==> config.mk <==
export PLATFORM = sky130hd
export DESIGN_NAME = cluster_seq
export DESIGN_NICKNAME = d
export VERILOG_FILES = /design/src/rtl/clseq_pkg.sv /design/src/rtl/btr_file.sv /design/src/rtl/pred_select.sv /design/src/rtl/pc_unit.sv /design/src/rtl/cluster_seq.sv
export SDC_FILE = /design/constraint.sdc
export NUM_CORES = 1
export LEC_CHECK = 0
export CAP_MARGIN = 20
export CORE_ASPECT_RATIO = 0.8
export CORE_MARGIN = 10
export CORE_UTILIZATION = 51
export DETAILED_ROUTE_END_ITERATION = 16
export PLACE_DENSITY = 0.76
export SETUP_SLACK_MARGIN = 0.15
export SYNTH_ARGS = -nofsm -noshare
export SYNTH_HDL_FRONTEND = slang
export SYNTH_SLANG_ARGS = --single-unit
==> constraint.sdc <==
create_clock -name clk -period 2.25 [get_ports clk]
set_input_delay 0.45 -clock clk [delete_from_list [all_inputs] [get_ports clk]]
set_output_delay 0.45 -clock clk [all_outputs]
set_load 0.02 [all_outputs]
==> src/rtl/clseq_pkg.sv <==
package clseq_pkg;
  typedef enum logic {
    MODE_AWAKE  = 1'b0,
    MODE_ASLEEP = 1'b1
  } seq_mode_e;
endpackage

==> src/rtl/btr_file.sv <==
module btr_file #(
  parameter int ADDR_W  = 32,
  parameter int NUM_BTR = 4,
  localparam int IDX_W  = (NUM_BTR > 1) ? $clog2(NUM_BTR) : 1
) (
  input  logic              clk,
  input  logic              rst,
  input  logic              we_i,
  input  logic [IDX_W-1:0]  widx_i,
  input  logic [ADDR_W-1:0] wdata_i,
  input  logic [IDX_W-1:0]  ridx_i,
  output logic [ADDR_W-1:0] rdata_o
);
  logic [ADDR_W-1:0] regs [NUM_BTR];

  for (genvar g = 0; g < NUM_BTR; g++) begin : g_reg
    always_ff @(posedge clk) begin
      if (rst)
        regs[g] <= '0;
      else if (we_i && widx_i == IDX_W'(g))
        regs[g] <= wdata_i;
    end

    AST_BTR_HOLD: assert property (@(posedge clk) disable iff (rst)
      !(we_i && widx_i == IDX_W'(g)) |=> $stable(regs[g]));
  end

  assign rdata_o = regs[ridx_i];
endmodule

==> src/rtl/pred_select.sv <==
module pred_select #(
  parameter int NUM_REMOTE = 3,
  localparam int SEL_W = $clog2(NUM_REMOTE + 1)
) (
  input  logic                  local_i,
  input  logic [NUM_REMOTE-1:0] remote_i,
  input  logic [SEL_W-1:0]      sel_i,
  output logic                  pred_o
);
  logic [NUM_REMOTE:0] lines;
  assign lines = {remote_i, local_i};

  always_comb begin
    pred_o = 1'b0;
    for (int k = 0; k <= NUM_REMOTE; k++)
      if (sel_i == SEL_W'(k)) pred_o = lines[k];
  end
endmodule

==> src/rtl/pc_unit.sv <==
module pc_unit
  import clseq_pkg::*;
#(
  parameter int          ADDR_W     = 32,
  parameter logic [31:0] START_ADDR = 32'h0,
  parameter int          PC_STEP    = 1,
  parameter int          IDX_W      = 2,
  parameter int          SEL_W      = 2
) (
  input  logic              clk,
  input  logic              rst,
  input  logic              stall_i,
  input  logic              br_en_i,
  input  logic              br_sleep_i,
  input  logic [IDX_W-1:0]  br_idx_i,
  input  logic [SEL_W-1:0]  br_psel_i,
  input  logic              pred_i,
  input  logic              sync_i,
  input  logic [ADDR_W-1:0] tgt_i,
  output logic [ADDR_W-1:0] pc_o,
  output logic              awake_o,
  output logic [IDX_W-1:0]  wake_idx_o,
  output logic [SEL_W-1:0]  wake_psel_o
);
  seq_mode_e mode;
  logic [ADDR_W-1:0] pc;

  always_ff @(posedge clk) begin
    if (rst) begin
      pc          <= ADDR_W'(START_ADDR);
      mode        <= MODE_AWAKE;
      wake_idx_o  <= '0;
      wake_psel_o <= '0;
    end else if (!stall_i) begin
      if (mode == MODE_AWAKE) begin
        if (br_en_i && pred_i) begin
          if (br_sleep_i) begin
            mode        <= MODE_ASLEEP;
            wake_idx_o  <= br_idx_i;
            wake_psel_o <= br_psel_i;
          end else begin
            pc <= tgt_i;
          end
        end else begin
          pc <= pc + ADDR_W'(PC_STEP);
        end
      end else if (sync_i && pred_i) begin
        pc   <= tgt_i;
        mode <= MODE_AWAKE;
      end
    end
  end

  assign pc_o    = pc;
  assign awake_o = (mode == MODE_AWAKE);

  AST_STALL_HOLD: assert property (@(posedge clk) disable iff (rst)
    stall_i |=> $stable(pc) && $stable(mode));
  AST_STEP_ADVANCE: assert property (@(posedge clk) disable iff (rst)
    (awake_o && !stall_i && !(br_en_i && pred_i)) |=> pc == $past(pc) + ADDR_W'(PC_STEP));
  AST_SLEEP_ENTRY: assert property (@(posedge clk) disable iff (rst)
    (awake_o && !stall_i && br_en_i && br_sleep_i && pred_i) |=> !awake_o && $stable(pc));
  AST_ASLEEP_HOLD: assert property (@(posedge clk) disable iff (rst)
    (!awake_o && !(!stall_i && sync_i && pred_i)) |=> !awake_o && $stable(pc));
  AST_WAKE: assert property (@(posedge clk) disable iff (rst)
    (!awake_o && !stall_i && sync_i && pred_i) |=> awake_o);
endmodule

==> src/rtl/cluster_seq.sv <==
module cluster_seq #(
  parameter int          ADDR_W     = 32,
  parameter int          NUM_BTR    = 4,
  parameter int          NUM_REMOTE = 3,
  parameter logic [31:0] START_ADDR = 32'h0,
  parameter int          PC_STEP    = 1,
  localparam int IDX_W = (NUM_BTR > 1) ? $clog2(NUM_BTR) : 1,
  localparam int SEL_W = $clog2(NUM_REMOTE + 1)
) (
  input  logic                  clk,
  input  logic                  rst,
  input  logic                  stall_i,
  input  logic                  pbr_en_i,
  input  logic [IDX_W-1:0]      pbr_idx_i,
  input  logic [ADDR_W-1:0]     pbr_addr_i,
  input  logic                  cmp_en_i,
  input  logic                  cmp_val_i,
  input  logic                  br_en_i,
  input  logic [IDX_W-1:0]      br_idx_i,
  input  logic [SEL_W-1:0]      br_psel_i,
  input  logic                  br_sleep_i,
  input  logic [NUM_REMOTE-1:0] remote_pred_i,
  input  logic                  br_sync_i,
  output logic [ADDR_W-1:0]     fetch_addr_o,
  output logic                  fetch_en_o,
  output logic                  pred_bcast_o
);
  logic              awake;
  logic              local_pred;
  logic              pred;
  logic [IDX_W-1:0]  wake_idx;
  logic [SEL_W-1:0]  wake_psel;
  logic [IDX_W-1:0]  rd_idx;
  logic [SEL_W-1:0]  psel;
  logic [ADDR_W-1:0] tgt;
  logic              issue;

  assign issue  = awake && !stall_i;
  assign rd_idx = awake ? br_idx_i  : wake_idx;
  assign psel   = awake ? br_psel_i : wake_psel;

  always_ff @(posedge clk) begin
    if (rst)
      local_pred <= 1'b0;
    else if (issue && cmp_en_i)
      local_pred <= cmp_val_i;
  end

  btr_file #(.ADDR_W(ADDR_W), .NUM_BTR(NUM_BTR)) u_btr (
    .clk    (clk),
    .rst    (rst),
    .we_i   (issue && pbr_en_i),
    .widx_i (pbr_idx_i),
    .wdata_i(pbr_addr_i),
    .ridx_i (rd_idx),
    .rdata_o(tgt)
  );

  pred_select #(.NUM_REMOTE(NUM_REMOTE)) u_psel (
    .local_i (local_pred),
    .remote_i(remote_pred_i),
    .sel_i   (psel),
    .pred_o  (pred)
  );

  pc_unit #(
    .ADDR_W(ADDR_W), .START_ADDR(START_ADDR), .PC_STEP(PC_STEP),
    .IDX_W(IDX_W), .SEL_W(SEL_W)
  ) u_pc (
    .clk        (clk),
    .rst        (rst),
    .stall_i    (stall_i),
    .br_en_i    (br_en_i),
    .br_sleep_i (br_sleep_i),
    .br_idx_i   (br_idx_i),
    .br_psel_i  (br_psel_i),
    .pred_i     (pred),
    .sync_i     (br_sync_i),
    .tgt_i      (tgt),
    .pc_o       (fetch_addr_o),
    .awake_o    (awake),
    .wake_idx_o (wake_idx),
    .wake_psel_o(wake_psel)
  );

  assign fetch_en_o   = awake;
  assign pred_bcast_o = local_pred;

  AST_PRED_STALL: assert property (@(posedge clk) disable iff (rst)
    stall_i |=> $stable(pred_bcast_o));
  AST_PRED_ASLEEP: assert property (@(posedge clk) disable iff (rst)
    !fetch_en_o |=> $stable(pred_bcast_o));
  AST_CMP_LOAD: assert property (@(posedge clk) disable iff (rst)
    (fetch_en_o && !stall_i && cmp_en_i) |=> pred_bcast_o == $past(cmp_val_i));
endmodule

==> run metrics, run 1 <==
met3 capacity usage during global routing 6.30%; flop2flop setup slack -4 ps; largest net degree at the start of global routing 33; #FFs+latches synth 166; FMAX 444 MHz; register area share after synthesis 58.4%; CP endpoint kind register; Clock transition at path regs 60 ps; RSZ-0062 raised after global routing yes; GRT Max-Usage Layer met2; DRC viols 0; vias 5768; most used cells in the layout excluding fill and tap cells and2_1 (130), edfxtp_1 (128), clkdlybuf4s50_1 (80), buf_4 (53), nand2_1 (44); max_cap viols 0; DIE WIDTH 159 um; Mapped Nets 668; Hold Crit Class input pin to register; crit-path max FO 11; pre-CTS setup slack -551 ps; clk sinks 166; Post-Syn Instances 617; GP Congestion 0.895; CTS tree yes; fin nets 809; CTS root buf clkbuf_16; H-tree depth 4; Top Ports 84; synth warn 0; fillcell total 1038; grt met2 use 30.6%; CP Data Arrival Time 2550 ps; diodes inserted 0; Final Cycle Share 100%; DRT antenna net count 0; Area Growth Syn to Fin 33.1%; Main synth FF type edfxtp_1; total congestion overflow 0; final setup fails 2; final hold vios 0; vias in the first global route 5890; Startpoint Class register; 1st-iter DRT viols 498; Final min period 2250 ps; GRT Util Overall 19.7%; drt wl/cell 21.3 um; Total Neg Setup Slack -7.91 ps; Core ar. 15100 sq um; total CTS buffers 17; status finished, violations left; synth unique cells 46; Async SR Flop Fraction 0%; peak supply drop 0.680 mV; first-pass GRT wire length 32.7 mm; First-pass DRT Iterations 5; Hold Buf Count CTS 0; clk_skew 11.7 ps; CP startpoint u_pc.mode; proportion of layout cells with a drive suffix above 1 26.3%; Worst Setup Slack, final -4.07 ps; Mean Syn Cell Area 12.8 sq um; Skew-Pair Late Insertion Delay 430 ps; PortBufs 83; Die ar. 20900 sq um; Req. time, crit path 2550 ps; Power Density 702 nW/um^2; Site Rows 40; worst slew pin tran 402 ps; Initial Util 52.2%; Via-to-Cell Ratio 5.88; slew margin rel. 73.0%; total wire length 20.9 mm; Clock Tree Buf Depth 2; Post-synth EDFFs 128; worst r2r src u_pc.mode; Slew Limit Fails 0; Final HPWL DP 14.0 mm; initial antenna violation count 0; GR met1 Demand/Resource 26.2%; most common cell after layout, fill and taps aside and2_1; Die Height 131 um; failing checks setup timing; crit path kind register to register; Hold Path Origin br_psel_i[1]; Mapped Area 7890 sq um; Leakage 3.84 nW
==> layer usage <==
| layer | vias up | wire length, um | part of all wire, % |
|---|---|---|---|
| met4 | 0 | 213 | 1.0 |
| met1 | 2812 | 8920 | 43 |
| li1 | 2619 | - | - |
| met3 | 23 | 2000 | 9.6 |
| met5 | - | 0 | 0 |
| met2 | 314 | 9790 | 47 |
==> metrics by stage <==
stage | util (%) | total power, mW | cell area (sq um) | cells | hold WS (ps)
after floorplan | - | 4.12 | 8030 | 617 | 463
after global placement | 64.2 | 4.60 | 9700 | 938 | 480
after detailed placement | 64.2 | 4.64 | 9700 | 938 | 490
after CTS | 68.5 | 7.35 | 10400 | 975 | 421
after global routing | 69.5 | 7.63 | 10500 | 981 | 443
final | 69.5 | 7.37 | 10500 | 981 | 430
==> report_power, final <==
part | switching [mW] | internal (mW) | total (mW)
clock network | 1.18 | 1.52 | 2.70
registers | 0.0745 | 3.44 | 3.51
logic | 0.581 | 0.580 | 1.16
==> registers in the layout, summed over array words and instances, names as in the netlist <==
register and flops:
u_pc.wake_psel_o 2, u_pc.pc_o 32, u_btr.regs 128, u_pc.wake_idx_o 2
pred_bcast_o 1, u_pc.mode 1
==> worst paths after layout <==
check	end	depth (start not counted)
max	u_pc.pc_o[10]	8
min	u_pc.wake_psel_o[1]	3
max reg2reg	u_pc.pc_o[10]	8
min reg2reg	pred_bcast_o	2
==> cells by family (layout without fill, tap and decap cells) <==
family / Yosys count / in the layout / synth area share (%)
AND/OR/NAND/NOR: 246 / 246 / 17.4
multiplexers: 42 / 42 / 10.8
flip-flops: 166 / 166 / 58.4
adder cells (fa/ha/maj): 1 / 1 / 0.159
buffers and inverters: 56 / 210 / 3.44
AO/OA/AOI/OAI: 106 / 106 / 9.87
==> critical path: stages, from the launching register on <==
cell and delay, ps:
dfxtp_2 350, mux2_4 320, mux4_2 530, buf_4 180, a32o_2 290, buf_12 160, buf_12 130, a21oi_1 110
a211oi_1 60
==> area by class of cell <==
type                    count  area (sq um)  share of cell area (%)
clock buffers              20           437                    4.16
flip-flops and latches    166          4620                    44.0
inverters                  15          56.3                   0.536
multi-input cells         395          3290                    31.3
well taps                 210           263                    2.50
repair buffers            163          1730                    16.5
clock inverters            12           104                   0.989
==> synthesized netlist by cell type, types with 2 or more instances <==
| cell | instances | share of area [%] |
|---|---|---|
| a211oi_1 | 5 | 0.48 |
| a21o_1 | 7 | 0.67 |
| a21oi_1 | 30 | 1.9 |
| a31o_2 | 3 | 0.33 |
| a31oi_1 | 4 | 0.32 |
| a32o_1 | 12 | 1.5 |
| and2_1 | 130 | 10 |
| and3_1 | 3 | 0.24 |
| and4_1 | 2 | 0.22 |
| buf_2 | 10 | 0.63 |
| buf_4 | 3 | 0.29 |
| buf_6 | 5 | 0.71 |
| clkbuf_1 | 22 | 1.0 |
| dfxtp_1 | 38 | 9.6 |
| edfxtp_1 | 128 | 49 |
| inv_1 | 14 | 0.67 |
| mux2i_1 | 7 | 0.89 |
| mux4_2 | 34 | 9.7 |
| nand2_1 | 47 | 2.2 |
| nand3_1 | 9 | 0.57 |
| nand4_1 | 12 | 0.95 |
| nor2_1 | 16 | 0.76 |
| nor3_1 | 13 | 0.82 |
| nor4_1 | 5 | 0.40 |
| o211ai_1 | 3 | 0.29 |
| o21ai_0 | 12 | 0.76 |
| o21ai_1 | 3 | 0.19 |
| o31a_1 | 3 | 0.33 |
| o31ai_1 | 6 | 0.57 |
| o32ai_1 | 10 | 1.1 |
| o41ai_1 | 2 | 0.22 |
| o41ai_2 | 3 | 0.62 |
| or2_2 | 3 | 0.24 |
==> timing repair <==
item,CTS,global route
endpoints found under the setup margin,40,109
hold endpoints to repair,0,0
setup buffers,5,5
cloned,0,1
pin swaps,7,4
resized for setup,17,15
Power figures use the tool's default switching activity.
==> run 2: changes to the inputs <==
Settings changed: ABC_AREA from default to 1, CORE_UTILIZATION 51 to 52, PLACE_DENSITY 0.76 to 0.77.
==> run metrics, run 2 <==
top-count cell post-synth nand2_1; total congestion overflow 0 (unchanged); Mean Syn Cell Area 8.08 sq um (-37%); total wire length 21.8 mm (+4.0%); synth warn 0 (unchanged); vias in the first global route 6546 (+11%); proportion of layout cells with a drive suffix above 1 6.90% (-19 points); peak supply drop 0.617 mV (-9.2%); synthesized-area fraction occupied by adder cells 0.150% (-0.0082 points); CP max stage delay 670 ps (+140 ps); worst r2r src u_pc.pc_o[2]; Hold Path Origin pred_bcast_o; Total Neg Setup Slack 0 ps (+7.91 ps); Biggest register u_btr.regs; most used cells in the layout excluding fill and tap cells nand2_1 (280), nor2_1 (247), edfxtp_1 (128), inv_1 (84), clkdlybuf4s50_1 (82); register area share after synthesis 55.3% (-3.0 points); Startpoint Class register; H-tree depth 4 (unchanged); CP max-delay cell clkdlybuf4s50_1; vias 7130 (+24%); Hold Crit Class register to register; Area after DPL 9610 sq um (-0.94%); Final Hold Slack 507 ps (+77.5 ps); Mapped Area 8320 sq um (+5.5%); largest area contributor in the netlist edfxtp_1; Int Pwr 5.76 mW (+4.0%); Buf+Inv Stages, Crit Path 1 (-2); Final HPWL DP 14.7 mm (+4.8%); synth unique cells 33 (-28%); clk sinks 166 (unchanged); 1st-iter DRT viols 595 (+19%); Skew-Pair Late Insertion Delay 430 ps (about the same); clk_skew 8.91 ps (-2.82 ps); diodes inserted 0 (unchanged); first-pass GRT wire length 34.8 mm (+6.7%); #FFs+latches synth 166 (unchanged); max_cap viols 0 (unchanged); post-cts resize count 1 (-16); worst r2r path cells 9 (+1); CP endpoint kind output pin; Via-to-Cell Ratio 5.30 (-9.8%); Hold Buf Count CTS 0 (unchanged); Post-synth EDFFs 128 (unchanged); Mapped Nets 1081 (+62%); CTS tree yes; Core ar. 15700 sq um (+4.2%); Top Ports 84 (unchanged); CP cell instances clkdlybuf4s50_1; Leakage 4.32 nW (+12%); placed insts 1313 (+40%); Synth area leaders edfxtp_1 (46%), nand2_1 (13%), nor2_1 (11%), dfxtp_1 (9.1%), nand3_1 (4.3%); Initial Util 52.8% (+0.64 points); Die ar. 21500 sq um (+3.0%); most common cell after layout, fill and taps aside nand2_1; Site Rows 41 (+2.5%); Req. time, crit path 1800 ps (-750 ps); initial antenna violation count 0 (unchanged); hold path depth 2 (-1); Slew Limit Fails 0 (unchanged); Largest register FFs 128 (unchanged); DRC viols 0 (unchanged); final hold vios 0 (unchanged); Final min period 2030 ps (-222 ps); Area Growth Syn to Fin 22.9%; worst slew pin tran 458 ps (+56.6 ps); fin util 65.0% (-4.5 points); crit-path max FO 5 (-6); DRT antenna net count 0 (unchanged); Final Cycle Share 90.3% (-9.8 points); Logic pwr share 16.2% (+0.4 points); First-pass DRT Iterations 5 (unchanged); Post-Syn Instances 1030 (+67%); Tot Pwr 7.95 mW (+7.8%); fillcell total 1309 (+26%); Async SR Flop Fraction 0% (unchanged); Post-Synth Simple-Gate Area 30.6% (+13 points); switch share 27.5% (+2.6 points); CTS root buf clkbuf_16; pre-CTS setup slack 7.82 ps (+559 ps); Reg power frac 45.5% (-2.2 points); status finished clean; Yosys top cell area share 46.2% (-2.5 points); Finished Cell Area 10200 sq um (-2.6%); Main synth FF type edfxtp_1; slew margin rel. 69.2% (-3.8 points); crit path kind register to output pin; FMAX 492 MHz (+11%); Worst Setup Slack, final 217 ps (+222 ps); clock power share 38.3% (+1.7 points); Finished Layout Cells 1345 (+37%); post-CTS setup repair buffer count 0 (-5); largest net degree at the start of global routing 42 (+27%); Clock Tree Buf Depth 2 (unchanged); GP Congestion 0.948 (+5.9%); Die Height 133 um (+1.4%); critical path depth in cells 1 (-7); XOR/XNOR share of the synthesized area 1.79% (+1.8 points); DIE WIDTH 161 um (+1.5%); Min-Delay Endpoint pred_bcast_o; RSZ-0062 raised after global routing no; PortBufs 83 (unchanged); main combinational cell family by area after synthesis simple AND/OR/NAND/NOR gates; CP Data Arrival Time 1580 ps (-970 ps); reg-to-reg endpoint u_pc.pc_o[27]; drt wl/cell 16.2 um (-24%); final setup fails 0 (-2); Top delay family on crit path buffers and inverters; flop2flop setup slack 310 ps (+310 ps); Switch Pwr 2.18 mW (+19%); total CTS buffers 17 (unchanged); multiplexer share of the synthesized area 0% (-11 points); fin nets 1168 (+44%); post-synthesis compound-gate area fraction 5.28% (-4.6 points); GRT Util Overall 20.3% (+0.57 points); Power Density 777 nW/um^2 (+11%); Synth top cells by count nand2_1 (280), nor2_1 (248), edfxtp_1 (128); Clock transition at path regs 70 ps (about the same)
run 2: cell types whose count changed in the layout (fill, tap and decap cells not counted), sizes merged, moves of 10 or more:
cell	before	now
mux4	34	0
inv	16	98
xor2	0	12
nand2	47	284
nor2	16	250
buf	79	28
a21oi	31	18
o32ai	10	0
nand3	10	75
a32o	12	0
o21ai	15	56
and2	130	0
run 2: final cells by class:
type | instances | area, sq um | share of cell area, %
flip-flops and latches | 166 | 4610 | 45.0
multi-input cells | 731 | 3150 | 30.8
repair buffers | 111 | 1240 | 12.2
clock buffers | 18 | 429 | 4.20
inverters | 90 | 345 | 3.38
well taps | 215 | 269 | 2.63
clock inverters | 14 | 185 | 1.81
run 2: power groups by stage:
stage / clock, mW / sequential [mW] / combinational (mW)
5_1_grt: 3.21 / 3.63 / 1.43
2_1_floorplan: 0 / 3.71 / 0.682
3_5_place_dp: 0 / 3.68 / 1.28
6_report: 3.04 / 3.62 / 1.29
4_1_cts: 3.08 / 3.61 / 1.29
3_3_place_gp: 0 / 3.68 / 1.25
run 2: worst max-delay path by stage:
stage | start | endpoint | slack [ps]
after floorplan | stall_i | u_btr.regs[0][0] | 200
after global placement | br_idx_i[0] | u_pc.pc_o[22] | 40
after detailed placement | br_idx_i[0] | u_pc.pc_o[22] | 8
after CTS | u_pc.mode | fetch_en_o | 150
after global routing | u_pc.pc_o[6] | fetch_addr_o[6] | 160
final | u_pc.pc_o[6] | fetch_addr_o[6] | 220
run 2: cell families (layout without fill, tap and decap cells):
logic type / count (synthesis) / after routing
flip-flops: 166 / 166
adder cells (fa/ha/maj): 1 / 1
buffers and inverters: 133 / 233
XOR/XNOR: 17 / 17
AND/OR/NAND/NOR: 629 / 629
AO/OA/AOI/OAI: 84 / 84
run 2: worst reg2reg max path, cell delays in order, from the launching register on:
cell and delay (ps):
dfxtp_1 470, nand3_1 240, inv_1 160, nand2_1 100
nor2_2 390, nand3_1 140, nand2_1 80, nand3_1 90
nand3_1 100, nand2_1 50
run 2: layer usage:
layer  GRT usage, %  share of wire [%]  vias up
li1               -                  -     3493
met4           5.85                1.4        0
met3           5.79                 11       25
met1           28.0                 43     3258
met5              0                  0        -
met2           30.4                 45      354
==> run 3: changes to the inputs <==
Settings changed: CORE_UTILIZATION 52 to 53, CTS_BUF_LIST from default to sky130_fd_sc_hd__clkbuf_4, PLACE_DENSITY 0.77 to 0.78.
==> run metrics, run 3 (same netlist as run 2, synthesis figures left out) <==
DRT antenna net count 0 (unchanged); Total Neg Setup Slack 0 ps (unchanged); CTS root buf clkbuf_4; RSZ-0062 raised after global routing no; CP Data Arrival Time 1590 ps (about the same); final hold vios 0 (unchanged); 1st-iter DRT viols 741 (+25%); CP endpoint kind output pin; Final Cycle Share 90.5% (+0.17 points); most common cell after layout, fill and taps aside nand2_1; worst slew pin tran 397 ps (-61.5 ps); clk_skew 22.5 ps (+13.6 ps); Top delay family on crit path buffers and inverters; GRT Util Overall 20.5% (+0.20 points); Via-to-Cell Ratio 5.28 (-0.37%); final setup fails 0 (unchanged); Area Growth Syn to Fin 19.4%; proportion of layout cells with a drive suffix above 1 7.97% (+1.1 points); status finished clean; drt wl/cell 16.1 um (-0.75%); largest net degree at the start of global routing 44 (+4.8%); Final HPWL DP 15.0 mm (+1.8%); total CTS buffers 17 (unchanged); Skew-Pair Late Insertion Delay 590 ps (+160 ps); Clock Tree Buf Depth 2 (unchanged); total wire length 21.7 mm (-0.16%); DRC viols 0 (unchanged); crit-path max FO 3 (-2); hold path depth 3 (+1); slew margin rel. 73.5% (+4.3 points); Power Density 671 nW/um^2 (-14%); initial antenna violation count 1 (+1); total congestion overflow 0 (unchanged); Startpoint Class register; FMAX 491 MHz (-0.19%); PortBufs 83 (unchanged); crit path kind register to output pin; first-pass GRT wire length 35.2 mm (+0.97%); Hold Path Origin cmp_val_i; Die Height 132 um (-0.81%); Leakage 4.36 nW (+1.1%); Min-Delay Endpoint pred_bcast_o; Req. time, crit path 1800 ps (about the same); Buf+Inv Stages, Crit Path 1 (unchanged); fin util 65.3% (+0.36 points); CP cell instances clkdlybuf4s50_1; First-pass DRT Iterations 8 (+3); Largest register FFs 128 (unchanged); clk sinks 166 (unchanged); GP Congestion 0.949 (about the same); CTS tree yes; vias in the first global route 6775 (+3.5%); fin nets 1180 (+1.0%); max_cap viols 0 (unchanged); Biggest register u_btr.regs; Initial Util 54.7% (+1.9 points); Clock transition at path regs 140 ps (+70 ps); Slew Limit Fails 0 (unchanged); H-tree depth 4 (unchanged); Die ar. 21100 sq um (-1.6%); DIE WIDTH 160 um (-0.83%); Hold Crit Class input pin to register; Site Rows 40 (-2.4%); Top Ports 84 (unchanged); most used cells in the layout excluding fill and tap cells nand2_1 (280), nor2_1 (247), edfxtp_1 (128), inv_1 (84), nand3_1 (72); worst r2r src u_pc.mode; CP max stage delay 630 ps (-40 ps); CP max-delay cell clkdlybuf4s50_1; peak supply drop 0.445 mV (-28%); Core ar. 15200 sq um (-3.4%); post-CTS setup repair buffer count 0 (unchanged); reg-to-reg endpoint u_pc.pc_o[30]; Final min period 2040 ps (+3.89 ps); vias 7146 (+0.22%); flop2flop setup slack 380 ps (+70 ps); worst r2r path cells 11 (+2)
## run 3: cell types whose count changed in the layout (fill, tap and decap cells not counted), moves of 14 or more
cell             previous run  this run
clkdlybuf4s50_1            82        50
dlygate4sd2_1               0        31
clkbuf_4                    0        17
clkbuf_16                  17         0
buf_4                      12        26
## run 3: how the worst max path moves through the flow
stage               cells after the start  slack, ps           endpoint           from
floorplan                               5        200   u_btr.regs[0][0]        stall_i
global placement                       11         70      u_pc.pc_o[25]   br_psel_i[0]
detailed placement                      7         30  u_btr.regs[0][30]        stall_i
CTS                                     1        160   fetch_addr_o[28]  u_pc.pc_o[28]
global route                            2        160         fetch_en_o      u_pc.mode
finish                                  1        210   fetch_addr_o[31]  u_pc.pc_o[31]
## run 3: layout make-up
class                           instances  area [sq um]
Antenna cell                            1          2.50
Clock inverter                         15           166
Inverter                               90           348
Clock buffer                           17           128
Tap cell                              210           263
Fill cell                            1298          5280
Sequential cell                       166          4610
Timing Repair Buffer                  123          1270
Multi-Input combinational cell        731          3150
## run 3: per-layer routing
| layer | routed length (um) | vias to the layer above | global-route usage [%] |
|---|---|---|---|
| met5 | 0 | - | 0 |
| met4 | 306 | 0 | 5.86 |
| met3 | 2110 | 25 | 4.40 |
| met2 | 9580 | 308 | 32.1 |
| met1 | 9730 | 3295 | 27.9 |
| li1 | - | 3518 | - |
## run 3: power by group
group	leakage, nW	internal (mW)	switching, mW	total, mW
Sequential	1.65	3.47	0.147	3.62
Combinational	2.56	0.478	0.779	1.26
Clock	0.152	0.684	1.11	1.80
## run 3: tightest hold or removal path: stages
cell	delay, ps
clkdlybuf4s50_1	400
nand3_1	80
a21oi_1	60
## run 3: timing repair
item | CTS | global route
setup endpoints to repair | 31 | 7
hold buffers | 0 | 0
resized for setup | 33 | 5
## run 3: metrics by stage
step	hold slack (ps)	power, mW	setup WS [ps]	instances	cell area (sq um)
finish	428	6.67	214	1353	9940
global route	421	6.99	162	1353	9940
CTS	411	6.68	163	1352	9930
detailed placement	483	4.97	27.7	1320	9670
global placement	475	4.94	69.7	1320	9670
floorplan	478	4.40	201	1030	8320
